<file path="config.mk">
export PLATFORM = sky130hd
export DESIGN_NAME = cfg_retry_handler
export DESIGN_NICKNAME = d
export VERILOG_FILES = /design/src/rtl/cfgrt_pkg.sv /design/src/rtl/cfgrt_req_store.sv /design/src/rtl/cfgrt_retry_ctr.sv /design/src/rtl/cfgrt_cpl_decode.sv /design/src/rtl/cfg_retry_handler.sv
export SDC_FILE = /design/constraint.sdc
export NUM_CORES = 1
export LEC_CHECK = 0
export ABC_AREA = 0
export BUFFER_PORTS_ARGS = -buffer_cell sky130_fd_sc_hd__buf_2
export CORE_MARGIN = 10
export CORE_UTILIZATION = 30
export DETAILED_ROUTE_END_ITERATION = 7
export SLEW_MARGIN = 25
export SYNTH_ARGS = -nofsm -noshare
export SYNTH_HDL_FRONTEND = slang
export SYNTH_SLANG_ARGS = --single-unit
</file>
<file path="constraint.sdc">
create_clock -name clk -period 3.1 [get_ports clk]
set_input_delay 0 -clock clk [delete_from_list [all_inputs] [get_ports clk]]
set_output_delay 0 -clock clk [all_outputs]
set_load 0.02 [all_outputs]
</file>
<file path="src/rtl/cfgrt_pkg.sv">
package cfgrt_pkg;

    localparam logic [2:0] CS_OK    = 3'd0;
    localparam logic [2:0] CS_UR    = 3'd1;
    localparam logic [2:0] CS_CRS   = 3'd2;
    localparam logic [2:0] CS_ABORT = 3'd4;

    typedef enum logic [1:0] {
        ST_IDLE,
        ST_SEND,
        ST_WAIT,
        ST_REPLY
    } cfgrt_state_e;

    typedef enum logic [1:0] {
        VD_PASS,
        VD_SUBST,
        VD_RETRY,
        VD_FAIL
    } cfgrt_verdict_e;

endpackage

</file>
<file path="src/rtl/cfgrt_req_store.sv">
module cfgrt_req_store #(
    parameter int ADDR_W = 32,
    parameter int DATA_W = 32,
    parameter int BE_W   = DATA_W / 8
) (
    input  logic              clk,
    input  logic              rst_n,
    input  logic              load,
    input  logic [ADDR_W-1:0] in_addr,
    input  logic              in_write,
    input  logic [DATA_W-1:0] in_wdata,
    input  logic [BE_W-1:0]   in_be,
    output logic [ADDR_W-1:0] q_addr,
    output logic              q_write,
    output logic [DATA_W-1:0] q_wdata,
    output logic [BE_W-1:0]   q_be
);

    always_ff @(posedge clk or negedge rst_n) begin
        if (!rst_n) begin
            q_addr  <= '0;
            q_write <= 1'b0;
            q_wdata <= '0;
            q_be    <= '0;
        end else if (load) begin
            q_addr  <= in_addr;
            q_write <= in_write;
            q_wdata <= in_wdata;
            q_be    <= in_be;
        end
    end

endmodule

</file>
<file path="src/rtl/cfgrt_retry_ctr.sv">
module cfgrt_retry_ctr #(
    parameter int CNT_W = 4
) (
    input  logic             clk,
    input  logic             rst_n,
    input  logic             clear,
    input  logic             bump,
    input  logic [CNT_W-1:0] limit,
    output logic             exhausted
);

    logic [CNT_W-1:0] cnt_q;

    always_ff @(posedge clk or negedge rst_n) begin
        if (!rst_n) begin
            cnt_q <= '0;
        end else if (clear) begin
            cnt_q <= '0;
        end else if (bump && cnt_q != {CNT_W{1'b1}}) begin
            cnt_q <= cnt_q + 1'b1;
        end
    end

    assign exhausted = (cnt_q >= limit);

    AST_BUMP_BELOW_LIMIT: assert property (@(posedge clk) disable iff (!rst_n)
        bump |-> !exhausted);

endmodule

</file>
<file path="src/rtl/cfgrt_cpl_decode.sv">
module cfgrt_cpl_decode #(
    parameter int OFF_W  = 12,
    parameter int DATA_W = 32
) (
    input  logic                  [2:0]        status,
    input  logic                  [DATA_W-1:0] data,
    input  logic                               vis_en,
    input  logic                               is_write,
    input  logic                  [OFF_W-1:2]  dword_off,
    input  logic                               exhausted,
    output cfgrt_pkg::cfgrt_verdict_e          verdict,
    output logic                  [2:0]        out_status,
    output logic                  [DATA_W-1:0] out_data
);
    import cfgrt_pkg::*;

    localparam logic [DATA_W-1:0] SUBST_DATA = {{(DATA_W-16){1'b1}}, 16'h0001};

    logic is_crs;
    logic at_zero;

    assign is_crs  = (status == CS_CRS);
    assign at_zero = (dword_off == '0);

    always_comb begin
        if (!is_crs) begin
            verdict    = VD_PASS;
            out_status = status;
            out_data   = data;
        end else if (vis_en && !is_write && at_zero) begin
            verdict    = VD_SUBST;
            out_status = CS_OK;
            out_data   = SUBST_DATA;
        end else if (exhausted) begin
            verdict    = VD_FAIL;
            out_status = CS_ABORT;
            out_data   = '1;
        end else begin
            verdict    = VD_RETRY;
            out_status = status;
            out_data   = data;
        end
    end

endmodule

</file>
<file path="src/rtl/cfg_retry_handler.sv">
module cfg_retry_handler #(
    parameter int ADDR_W = 32,
    parameter int OFF_W  = 12,
    parameter int DATA_W = 32,
    parameter int CNT_W  = 4,
    localparam int BE_W  = DATA_W / 8
) (
    input  logic              clk,
    input  logic              rst_n,
    input  logic              vis_en,
    input  logic [CNT_W-1:0]  max_retry,
    input  logic              req_valid,
    output logic              req_ready,
    input  logic [ADDR_W-1:0] req_addr,
    input  logic              req_write,
    input  logic [DATA_W-1:0] req_wdata,
    input  logic [BE_W-1:0]   req_be,
    output logic              issue_valid,
    output logic [ADDR_W-1:0] issue_addr,
    output logic              issue_write,
    output logic [DATA_W-1:0] issue_wdata,
    output logic [BE_W-1:0]   issue_be,
    input  logic              cpl_valid,
    input  logic [2:0]        cpl_status,
    input  logic [DATA_W-1:0] cpl_data,
    output logic              cpl_ack,
    output logic              retry_flag,
    output logic              rsp_valid,
    output logic [2:0]        rsp_status,
    output logic [DATA_W-1:0] rsp_data
);
    import cfgrt_pkg::*;

    cfgrt_state_e   state_q, state_d;
    cfgrt_verdict_e verdict;
    logic           accept;
    logic           take_cpl;
    logic           exhausted;
    logic [2:0]        dec_status;
    logic [DATA_W-1:0] dec_data;
    logic [2:0]        res_status_q;
    logic [DATA_W-1:0] res_data_q;

    assign accept   = (state_q == ST_IDLE) && req_valid;
    assign take_cpl = (state_q == ST_WAIT) && cpl_valid;

    cfgrt_req_store #(
        .ADDR_W (ADDR_W),
        .DATA_W (DATA_W),
        .BE_W   (BE_W)
    ) u_store (
        .clk      (clk),
        .rst_n    (rst_n),
        .load     (accept),
        .in_addr  (req_addr),
        .in_write (req_write),
        .in_wdata (req_wdata),
        .in_be    (req_be),
        .q_addr   (issue_addr),
        .q_write  (issue_write),
        .q_wdata  (issue_wdata),
        .q_be     (issue_be)
    );

    cfgrt_retry_ctr #(
        .CNT_W (CNT_W)
    ) u_ctr (
        .clk       (clk),
        .rst_n     (rst_n),
        .clear     (accept),
        .bump      (take_cpl && verdict == VD_RETRY),
        .limit     (max_retry),
        .exhausted (exhausted)
    );

    cfgrt_cpl_decode #(
        .OFF_W  (OFF_W),
        .DATA_W (DATA_W)
    ) u_dec (
        .status     (cpl_status),
        .data       (cpl_data),
        .vis_en     (vis_en),
        .is_write   (issue_write),
        .dword_off  (issue_addr[OFF_W-1:2]),
        .exhausted  (exhausted),
        .verdict    (verdict),
        .out_status (dec_status),
        .out_data   (dec_data)
    );

    // next-state logic
    always_comb begin
        state_d = state_q;
        unique case (state_q)
            ST_IDLE:  if (req_valid) state_d = ST_SEND;
            ST_SEND:  state_d = ST_WAIT;
            ST_WAIT:  if (cpl_valid) state_d = (verdict == VD_RETRY) ? ST_SEND : ST_REPLY;
            ST_REPLY: state_d = ST_IDLE;
            default:  state_d = ST_IDLE;
        endcase
    end

    // state register
    always_ff @(posedge clk or negedge rst_n) begin
        if (!rst_n) state_q <= ST_IDLE;
        else        state_q <= state_d;
    end

    // result capture
    always_ff @(posedge clk or negedge rst_n) begin
        if (!rst_n) begin
            res_status_q <= CS_OK;
            res_data_q   <= '0;
        end else if (take_cpl && verdict != VD_RETRY) begin
            res_status_q <= dec_status;
            res_data_q   <= dec_data;
        end
    end

    // outputs
    always_comb begin
        req_ready   = 1'b0;
        issue_valid = 1'b0;
        cpl_ack     = 1'b0;
        retry_flag  = 1'b0;
        rsp_valid   = 1'b0;
        unique case (state_q)
            ST_IDLE:  req_ready   = 1'b1;
            ST_SEND:  issue_valid = 1'b1;
            ST_WAIT: begin
                cpl_ack    = cpl_valid;
                retry_flag = cpl_valid && (verdict == VD_RETRY);
            end
            ST_REPLY: rsp_valid   = 1'b1;
            default:  req_ready   = 1'b0;
        endcase
        rsp_status = res_status_q;
        rsp_data   = res_data_q;
    end

    AST_ISSUE_SINGLE: assert property (@(posedge clk) disable iff (!rst_n)
        issue_valid |=> !issue_valid);
    AST_RETRY_WITH_ACK: assert property (@(posedge clk) disable iff (!rst_n)
        retry_flag |-> cpl_ack);
    AST_RETRY_REISSUES: assert property (@(posedge clk) disable iff (!rst_n)
        retry_flag |=> issue_valid);
    AST_NO_CRS_UPWARD: assert property (@(posedge clk) disable iff (!rst_n)
        rsp_valid |-> rsp_status != CS_CRS);
    AST_REQ_HELD: assert property (@(posedge clk) disable iff (!rst_n)
        !req_ready |=> $stable(issue_addr) && $stable(issue_wdata) && $stable(issue_be));
    AST_ERR_ALL_ONES: assert property (@(posedge clk) disable iff (!rst_n)
        (rsp_valid && rsp_status == CS_ABORT && $past(cpl_status) == CS_CRS) |-> rsp_data == '1);
    AST_READY_EXCLUSIVE: assert property (@(posedge clk) disable iff (!rst_n)
        $onehot0({req_ready, issue_valid, rsp_valid}));

endmodule

</file>
==> implementation parameters, run 1 <==
Parameter                              Value

Status
  Outcome    finished, final reports clean

Synth
  Count of cell types in the netlist    36
  Average cell area after synthesis    13.8 um2
  Number of enable flip-flop cells after synthesis    0
  Summed instance area of the synthesized netlist    4360 um2
  Number of warnings issued by yosys    0
  Async set-reset flop share out of synthesis    1.00
  Sequential element share of the synthesized area    0.632
  Syn Nets    434
  Number of instances in the synthesized netlist    316
  Most frequently used flop master after synthesis    sky130_fd_sc_hd__dfrtp_1
  #FFs+latches synth    110

Setup path
  Highest fanout seen on the critical path    15
  Sort of element at the start of the critical path    flop
  Worst setup EP type    flop
  Critical path data arrival time    2.72 ns
  Critical setup path kind    flop to flop
  CP required    3.28 ns

Timing
  Final number of max-transition violations    0
  Count of endpoints failing setup in the final report    0
  Fin Hold WS    0.214 ns
  Final cycle utilization of the critical path    0.818
  Setup TNS    0 ns
  Fmax    0.394 GHz
  RSZ-0062 raised after global routing    no
  Final Skew    0.00799 ns
  Actual transition at the worst max-transition pin    0.938 ns
  Post-layout minimum cycle time    about 2.5 ns
  Hold Violations, Final    0
  Remaining max-slew budget at the tightest pin    0.372

Clocking
  Number of buffers created by CTS    9
  Clock Latency Late Sink    0.34 ns
  Clk sink count    110
  CTS tree    built
  Clock transition at the registers of the reported paths    0.07 ns
  Deepest clock path buffer count    2
  CTS root buffer    sky130_fd_sc_hd__clkbuf_16
  H-Tree Depth    3

Power and ir drop
  Leakage component of the power    3.33 nW
  Peak supply drop    ~0.52 mV
  PwrDens    949 nW/um2

Global routing
  Vias in the first global route    4258
  Number of antenna violations at the first check in global routing    1
  Overall track demand over capacity in global routing    0.141
  Pin count of the biggest net entering global routing    58
  Sum of overflow across all layers after global routing    0
  Global-route wire length before repair    22600 um

Route
  Detail Route Antenna Nets    0
  Via density per instance    ~4.5
  Routed length per instance    17.1 um
  Overall routed net length    14100 um
  Pre-antenna DRT Iters    4
  Detailed-route DRC error count    0
  Detailed-route via count    3727
  1st-iter DRT viols    93

Layout
  Most common cell after layout, fill and taps aside    sky130_fd_sc_hd__buf_2
  Area growth from synthesis to final layout    60.5%
  Final std cells w/o fill    828
  Number of nets at the end of the flow    760
  Share of post-route cells with drive strength above 1    0.487
  Commonest cells after routing, fill and taps aside    sky130_fd_sc_hd__buf_2 (220), sky130_fd_sc_hd__dfrtp_1 (110), sky130_fd_sc_hd__dlygate4sd3_1 (106)

Floorplanning
  Placement row count    43
  Floorplan Core Area    14000 um2
  Initial standard-cell utilization of the core    0.310
  Die X-Extent    roughly 140 um
  Die Footprint    19700 um2
  IO Pins    roughly 220
  Die outline height    about 140 um

Hold path
  Type of the tightest min-delay check    input pin to flop

Run
  Max-capacitance violation count    0

Placed design
  Port Buffers    between 200 and 250
  Global placer's final weighted congestion    0.796
  Placed wire-length estimate after detailed placement    9770 um
  Count of placed standard cells including taps    705
==> per-stage QoR <==
stage	util	setup slack, ns	power, W	instance area [um2]
finish	0.498	0.565	0.00664	6990
global route	0.498	0.380	0.00706	6990
CTS	0.498	0.567	0.00671	6990
detailed placement	0.403	0.585	0.00550	5660
global placement	0.403	0.763	0.00542	5660
floorplan	-	0.952	0.00436	4360
==> synth_stat cells, drive strengths merged, types with 2 or more instances <==
library cell | instances | area (um2)
buf | 11 | 70.1
mux2 | 72 | 811
nand4 | 2 | 12.5
and2 | 3 | 21.3
nor2b | 4 | 25.0
o21ai | 16 | 80.1
clkbuf | 5 | 20.0
dfrtp | 110 | 2750
nand3 | 3 | 15.0
o211ai | 2 | 15.0
nor2 | 22 | 82.6
or2 | 2 | 12.5
ha | 5 | 62.6
inv | 5 | 18.8
o22a | 17 | 149
nand2 | 20 | 75.1
a21oi | 2 | 10.0
nor4 | 3 | 25.0
==> critical path, stage by stage (launching register included) <==
cell,delay (ns)
sky130_fd_sc_hd__dfrtp_1,0.41
sky130_fd_sc_hd__inv_1,0.06
sky130_fd_sc_hd__ha_1,0.29
sky130_fd_sc_hd__nor3b_1,0.28
sky130_fd_sc_hd__o21ai_0,0.25
sky130_fd_sc_hd__or3_4,0.40
sky130_fd_sc_hd__o211ai_1,0.44
sky130_fd_sc_hd__o21ai_0,0.23
==> final cells by class <==
cell class,instances,area (um2)
diodes,1,2.50
fillers,1214,7050
repair buffers,331,2220
inverters,6,22.5
clock buffers,14,254
multi-input cells,184,1500
clock inverters,2,16.3
flip-flops and latches,110,2750
well taps,180,225
==> path summary, 6_finish.rpt <==
kind	start	to	slack [ns]	cells past startpoint
setup / recovery	u_ctr.cnt_q[0]$_DFFE_PN0P_	rsp_data[8]$_DFFE_PN0P_	0.57	7
hold / removal	req_valid	u_ctr.cnt_q[0]$_DFFE_PN0P_	0.21	3
setup reg to reg	u_ctr.cnt_q[0]$_DFFE_PN0P_	rsp_data[8]$_DFFE_PN0P_	0.57	7
hold reg to reg	rsp_data[7]$_DFFE_PN0P_	rsp_data[7]$_DFFE_PN0P_	0.48	2
max in group asynchronous	rst_n	u_store.q_wdata[2]$_DFFE_PN0P_	2.10	3
min in group asynchronous	rst_n	rsp_data[16]$_DFFE_PN0P_	0.23	2
==> layer usage <==
metal  track usage  part of all wire  vias to the layer above
met5             0                 0                        -
met4        0.0484             0.018                        0
met3        0.0690              0.10                       20
met2         0.231              0.48                      157
met1         0.154              0.39                     1783
li1              -                 -                     1767
==> sequential cells by signal, indices dropped and copies added (netlist names) <==
signal and cells:
u_store.q_write 1, state_q 2, rsp_data 32, rsp_status 3
u_ctr.cnt_q 4, u_store.q_be 4, u_store.q_wdata 32, u_store.q_addr 32
==> cells by family after synthesis <==
family,share of synthesized area
flip-flops,0.632
AO/OA/AOI/OAI,0.0652
XOR/XNOR,0.00201
buffers and inverters,0.0258
adder cells (fa/ha/maj),0.0144
AND/OR/NAND/NOR,0.0726
multiplexers,0.188
==> report_power, final <==
group / total (W) / internal, W / switching, W
sequential: 0.00251 / 0.00213 / 0.000380
clock: 0.00108 / 0.000573 / 0.000509
combinational: 0.00304 / 0.00128 / 0.00176
==> timing repair <==
item / CTS / global route
gates resized for setup: 0 / 0
endpoints found under the hold margin: 158 / 0
buffers inserted: 0 / 0
hold buffers: 106 / 0
Note: power is estimated with default switching activity, not from simulation.
==> inputs of run 2 (changes only) <==
==> constraint.sdc (replaced) <==
create_clock -name clk -period 2 [get_ports clk]
set_input_delay 0 -clock clk [delete_from_list [all_inputs] [get_ports clk]]
set_output_delay 0 -clock clk [all_outputs]
set_load 0.02 [all_outputs]
==> run 2 against run 1 <==
Compared with the run above:
- the flow now finishes with violations (setup timing)
- register-to-register slack lost 0.57 ns
- combinational power grew 60%
- clock skew shrank 0.0013 ns
- via count grew 0.62%
- global-route usage grew 0.16 points
- maximum frequency grew 27%
- sequential power grew 55%
- critical endpoint is now u_ctr.cnt_q[2]$_DFFE_PN0P_
==> implementation parameters, run 2 (synthesized netlist as in run 1, its figures left out) <==
Parameter                              Value

Placed design
  Global placer's final weighted congestion    0.797
  Placed wire-length estimate after detailed placement    roughly 10000 um
  Post-Place Cell Area    5780 um2
  Port Buffers    221

Timing
  RSZ-0062 raised after global routing    yes
  Remaining max-slew budget at the tightest pin    0.612
  Actual transition at the worst max-transition pin    0.583 ns
  Count of endpoints failing setup in the final report    1
  Final Skew    0.00670 ns
  Final cycle utilization of the critical path    1.00
  Post-layout minimum cycle time    2.00 ns
  Final number of max-transition violations    0
  Fin Hold WS    about 0.075 ns
  Hold Violations, Final    0
  Fmax    around 0.5 GHz
  Setup ws final    -0.000608 ns

Clocking
  Number of buffers created by CTS    9
  Deepest clock path buffer count    2
  Post-CTS Setup Bufs    0
  Clock transition at the registers of the reported paths    0.07 ns
  CTS root buffer    sky130_fd_sc_hd__clkbuf_16
  Clk sink count    110
  CTS tree    built
  H-Tree Depth    3
  Clock Latency Late Sink    0.35 ns

Global routing
  Global-route wire length before repair    23000 um
  Pin count of the biggest net entering global routing    111
  Sum of overflow across all layers after global routing    0
  Vias in the first global route    roughly 4.3k
  Number of antenna violations at the first check in global routing    0
  Overall track demand over capacity in global routing    0.142

Setup path
  Startpoint of the worst register-to-register path    u_ctr.cnt_q[1]$_DFFE_PN0P_
  Highest fanout seen on the critical path    4
  Critical path data arrival time    between 2 and 2.5 ns
  Worst R2R End    u_ctr.cnt_q[2]$_DFFE_PN0P_
  Logic depth of the worst register-to-register path    6
  CP required    2.23 ns
  Crit path to    u_ctr.cnt_q[2]$_DFFE_PN0P_
  Sort of element at the start of the critical path    flop
  Beginning of the critical path    u_ctr.cnt_q[1]$_DFFE_PN0P_
  Worst setup EP type    flop
  R2r setup slk    -0.0006 ns
  Critical setup path kind    flop to flop

Route
  Detailed-route DRC error count    0
  Detail Route Antenna Nets    0
  Detailed-route via count    3750
  Via density per instance    ~4.5
  Overall routed net length    around 14000 um
  Pre-antenna DRT Iters    4
  1st-iter DRT viols    131
  Routed length per instance    17.0 um

Power and ir drop
  Peak supply drop    approximately 0.84 mV
  Leakage component of the power    between 3 and 4 nW
  PwrDens    1480 nW/um2

Layout
  Area growth from synthesis to final layout    66.6%
  Area of all placed cells without fillers    7260 um2
  Sequential Area    2750 um2
  Filler cell count    1196
  Commonest cells after routing, fill and taps aside    sky130_fd_sc_hd__buf_2 (219), sky130_fd_sc_hd__dfrtp_1 (110), sky130_fd_sc_hd__dlygate4sd3_1 (106)
  Share of post-route cells with drive strength above 1    0.515
  Area occupied by multi-input gates    1580 um2
  Most common cell after layout, fill and taps aside    sky130_fd_sc_hd__buf_2
  Number of nets at the end of the flow    roughly 770

Floorplanning
  Initial standard-cell utilization of the core    0.310
  Die Footprint    between 15000 and 20000 um2
  Placement row count    43
  Floorplan Core Area    14000 um2
  Die X-Extent    141 um
  IO Pins    about 220
  Die outline height    approximately 140 um

Status
  Outcome    finished, violations left
  Violations in the final reports    setup timing

Run
  Max-capacitance violation count    0

Hold path
  Type of the tightest min-delay check    input pin to flop
-- run 2: area by class of cell --
cell class              count  share of cell area
well taps                 180              0.0310
multi-input cells         184               0.217
clock inverters             5              0.0112
flip-flops and latches    110               0.379
diodes                      1            0.000345
clock buffers              11              0.0348
repair buffers            342               0.323
inverters                   6             0.00310
-- run 2: what timing repair did --
action                                 in CTS  in global routing
pin swaps                                   2                  2
gates cloned                                0                  0
setup endpoints to repair                   3                 39
hold buffers                              106                  0
endpoints found under the hold margin     215                  0
resized for setup                           8                  8
-- run 2: worst min-delay path by stage --
stage / from / endpoint / slack (ns) / depth (start not counted)
5_1_grt: req_valid / u_ctr.cnt_q[0]$_DFFE_PN0P_ / 0.1 / 3
3_5_place_dp: rst_n / rsp_data[6]$_DFFE_PN0P_ / 0.13 / 2
6_report: req_valid / u_ctr.cnt_q[0]$_DFFE_PN0P_ / 0.08 / 3
2_1_floorplan: rst_n / rsp_data[0]$_DFFE_PN0P_ / -0.30 / 0
3_3_place_gp: rst_n / u_store.q_wdata[20]$_DFFE_PN0P_ / 0.12 / 2
4_1_cts: req_valid / u_ctr.cnt_q[1]$_DFFE_PN0P_ / 0.07 / 3
-- run 2: critical path, stage by stage (launching register included) --
cell,delay [ns]
sky130_fd_sc_hd__dfrtp_1,0.38
sky130_fd_sc_hd__ha_1,0.27
sky130_fd_sc_hd__o211ai_1,0.27
sky130_fd_sc_hd__o21ai_2,0.09
sky130_fd_sc_hd__or3_4,0.38
sky130_fd_sc_hd__nor3_4,0.19
sky130_fd_sc_hd__mux2_4,0.31
-- run 2: metal layers --
metal | up-vias | GRT usage | wire length (um)
met5 | - | 0 | 0
li1 | 1786 | - | -
met4 | 0 | 0.0538 | 206
met1 | 1804 | 0.164 | 5790
met3 | 16 | 0.0595 | 1360
met2 | 144 | 0.230 | 6900
-- run 2: stage by stage --
step	utilization	power (W)	setup TNS (ns)	setup slack (ns)	std cells
2_1_floorplan	-	0.00677	-0.238	-0.0257	316
3_3_place_gp	0.412	0.00849	0	0.0356	716
3_5_place_dp	0.412	0.00864	-0.0660	-0.0402	716
4_1_cts	0.514	0.0108	-0.0151	-0.0141	838
5_1_grt	0.517	0.0114	-1.13	-0.0628	838
6_report	0.517	0.0107	-0.000608	-0.000608	839
-- run 2: report_power, final --
group	switching (W)	total, W	internal (W)
Clock	0.000808	0.00197	0.00117
Sequential	0.000583	0.00389	0.00331
Combinational	0.00279	0.00486	0.00207
Total	0.00418	0.0107	0.00654
==> inputs of run 3 (changes only) <==
--- a/config.mk
+++ b/config.mk
@@ -8,8 +8,9 @@
 export ABC_AREA = 0
 export BUFFER_PORTS_ARGS = -buffer_cell sky130_fd_sc_hd__buf_2
 export CORE_MARGIN = 10
-export CORE_UTILIZATION = 30
+export CORE_UTILIZATION = 41
 export DETAILED_ROUTE_END_ITERATION = 7
+export PLACE_DENSITY = 0.76
 export SLEW_MARGIN = 25
 export SYNTH_ARGS = -nofsm -noshare
 export SYNTH_HDL_FRONTEND = slang
==> run 3 against run 2 <==
Compared with the run above:
- the run now ends clean
- global-route usage is 4.2 points higher
- register-to-register slack improved by 0.04 ns
- flip-flop and latch count unchanged
- cell area decreased by 3.5%
- via count is 2.5% higher
- power fell by 6.4%
- clock skew rose by 0.0014 ns
- highest routed layer unchanged
==> implementation parameters, run 3 (synthesized netlist as in run 1, its figures left out) <==
Parameter                              Value

Power and ir drop
  Peak supply drop    0.779 mV
  Leakage component of the power    3.37 nW
  PwrDens    1430 nW/um2
  Total design power    0.0100 W

Timing
  Remaining max-slew budget at the tightest pin    0.587
  Count of endpoints failing setup in the final report    0
  RSZ-0062 raised after global routing    yes
  Post-layout minimum cycle time    about 2.0 ns
  Hold Violations, Final    0
  Setup ws final    0.0351 ns
  Fmax    0.509 GHz
  Fin Hold WS    0.108 ns
  Final number of max-transition violations    0
  Actual transition at the worst max-transition pin    0.618 ns
  Final cycle utilization of the critical path    0.982
  Final Skew    0.00810 ns

Placed design
  Post-Place Cell Area    approximately 5700 um2
  Worst slack, placed    -0.0223 ns
  Port Buffers    221
  Global placer's final weighted congestion    0.801
  Placed wire-length estimate after detailed placement    9880 um

Floorplanning
  Die X-Extent    123 um
  Placement row count    37
  Floorplan Core Area    10300 um2
  Die Footprint    15200 um2
  Initial standard-cell utilization of the core    0.422
  Die outline height    123 um
  IO Pins    222

Setup path
  Highest fanout seen on the critical path    4
  Critical setup path kind    flop to flop
  Worst setup EP type    flop
  Logic depth of the worst register-to-register path    6
  Sort of element at the start of the critical path    flop
  Critical path data arrival time    2.22 ns
  CP required    2.26 ns

Layout
  Commonest cells after routing, fill and taps aside    sky130_fd_sc_hd__buf_2 (219), sky130_fd_sc_hd__dfrtp_1 (110), sky130_fd_sc_hd__dlygate4sd3_1 (106)
  Area of all placed cells without fillers    7010 um2
  Area growth from synthesis to final layout    60.8%
  Share of post-route cells with drive strength above 1    0.511
  Number of nets at the end of the flow    772
  Finished Core Util    0.679
  Filler cell count    716
  Most common cell after layout, fill and taps aside    sky130_fd_sc_hd__buf_2

Route
  Overall routed net length    14100 um
  1st-iter DRT viols    167
  Detail Route Antenna Nets    0
  Routed length per instance    17.7 um
  Detailed-route via count    between 3k and 4k
  Via density per instance    approximately 4.8
  Detailed-route DRC error count    0
  Pre-antenna DRT Iters    4

Run
  Max-capacitance violation count    0

Clocking
  Clock transition at the registers of the reported paths    ~0.1 ns
  H-Tree Depth    3
  Number of buffers created by CTS    9
  Clock Latency Late Sink    0.36 ns
  Clk sink count    110
  Deepest clock path buffer count    2
  CTS root buffer    sky130_fd_sc_hd__clkbuf_8
  CTS tree    built

Global routing
  Global-route wire length before repair    22300 um
  Pin count of the biggest net entering global routing    54
  Vias in the first global route    around 4.4k
  Overall track demand over capacity in global routing    0.185
  Number of antenna violations at the first check in global routing    1
  Sum of overflow across all layers after global routing    0

Status
  Outcome    finished, final reports clean

Hold path
  Type of the tightest min-delay check    input pin to asynchronous set/reset pin
-- run 3: worst paths after layout --
| check | startpoint | end | slack (ns) |
|---|---|---|---|
| max in group asynchronous | rst_n | u_store.q_addr[0]$_DFFE_PN0P_ | 1.27 |
| hold reg to reg | rsp_data[11]$_DFFE_PN0P_ | rsp_data[11]$_DFFE_PN0P_ | 0.49 |
| setup reg to reg | u_ctr.cnt_q[3]$_DFFE_PN0P_ | u_ctr.cnt_q[2]$_DFFE_PN0P_ | 0.04 |
| setup / recovery | u_ctr.cnt_q[3]$_DFFE_PN0P_ | u_ctr.cnt_q[2]$_DFFE_PN0P_ | 0.04 |
| min in group clk | req_valid | u_ctr.cnt_q[1]$_DFFE_PN0P_ | 0.18 |
| hold / removal | rst_n | u_store.q_wdata[6]$_DFFE_PN0P_ | 0.11 |
-- run 3: where the power goes --
| part | internal, W | switching, W |
|---|---|---|
| Clock | 0.000604 | 0.000703 |
| Combinational | 0.00206 | 0.00278 |
| Sequential | 0.00330 | 0.000590 |
| Total | 0.00597 | 0.00407 |
-- run 3: cell type report --
cell class	count	area, um2	share of cell area
multi-input cells	184	1540	0.219
diodes	1	2.50	0.000357
well taps	136	170	0.0243
clock inverters	4	47.5	0.00678
repair buffers	343	2340	0.333
clock buffers	11	141	0.0202
inverters	6	22.5	0.00321
flip-flops and latches	110	2750	0.393
-- run 3: worst max-delay path, cell delays in order, from the launching register on --
cell and delay, ns:
sky130_fd_sc_hd__dfrtp_1 0.42, sky130_fd_sc_hd__ha_1 0.31, sky130_fd_sc_hd__a21oi_2 0.18, sky130_fd_sc_hd__o21ai_2 0.08, sky130_fd_sc_hd__or3_4 0.36, sky130_fd_sc_hd__nor3_2 0.19
sky130_fd_sc_hd__mux2_4 0.31
-- run 3: metrics by stage --
step | std cells | setup TNS, ns
2_1_floorplan | 316 | -0.238
3_3_place_gp | 672 | 0
3_5_place_dp | 672 | -0.0223
4_1_cts | 793 | 0
5_1_grt | 795 | -0.614
6_report | 795 | 0
-- run 3: repair_timing --
item,CTS,global route
gates resized for setup,2,24
endpoints found under the setup margin,2,37
hold buffers,106,0
gates cloned,0,1
setup buffers,0,0
hold endpoints to repair,215,0
pin swaps,2,7
-- run 3: layer usage --
metal / global-route usage / vias to the layer above / routed length, um
li1: - / 1779 / -
met1: 0.190 / 1875 / 4990
met2: 0.332 / 163 / 7330
met3: 0.0711 / 25 / 1450
met4: 0.0742 / 0 / 339
met5: 0 / - / 0
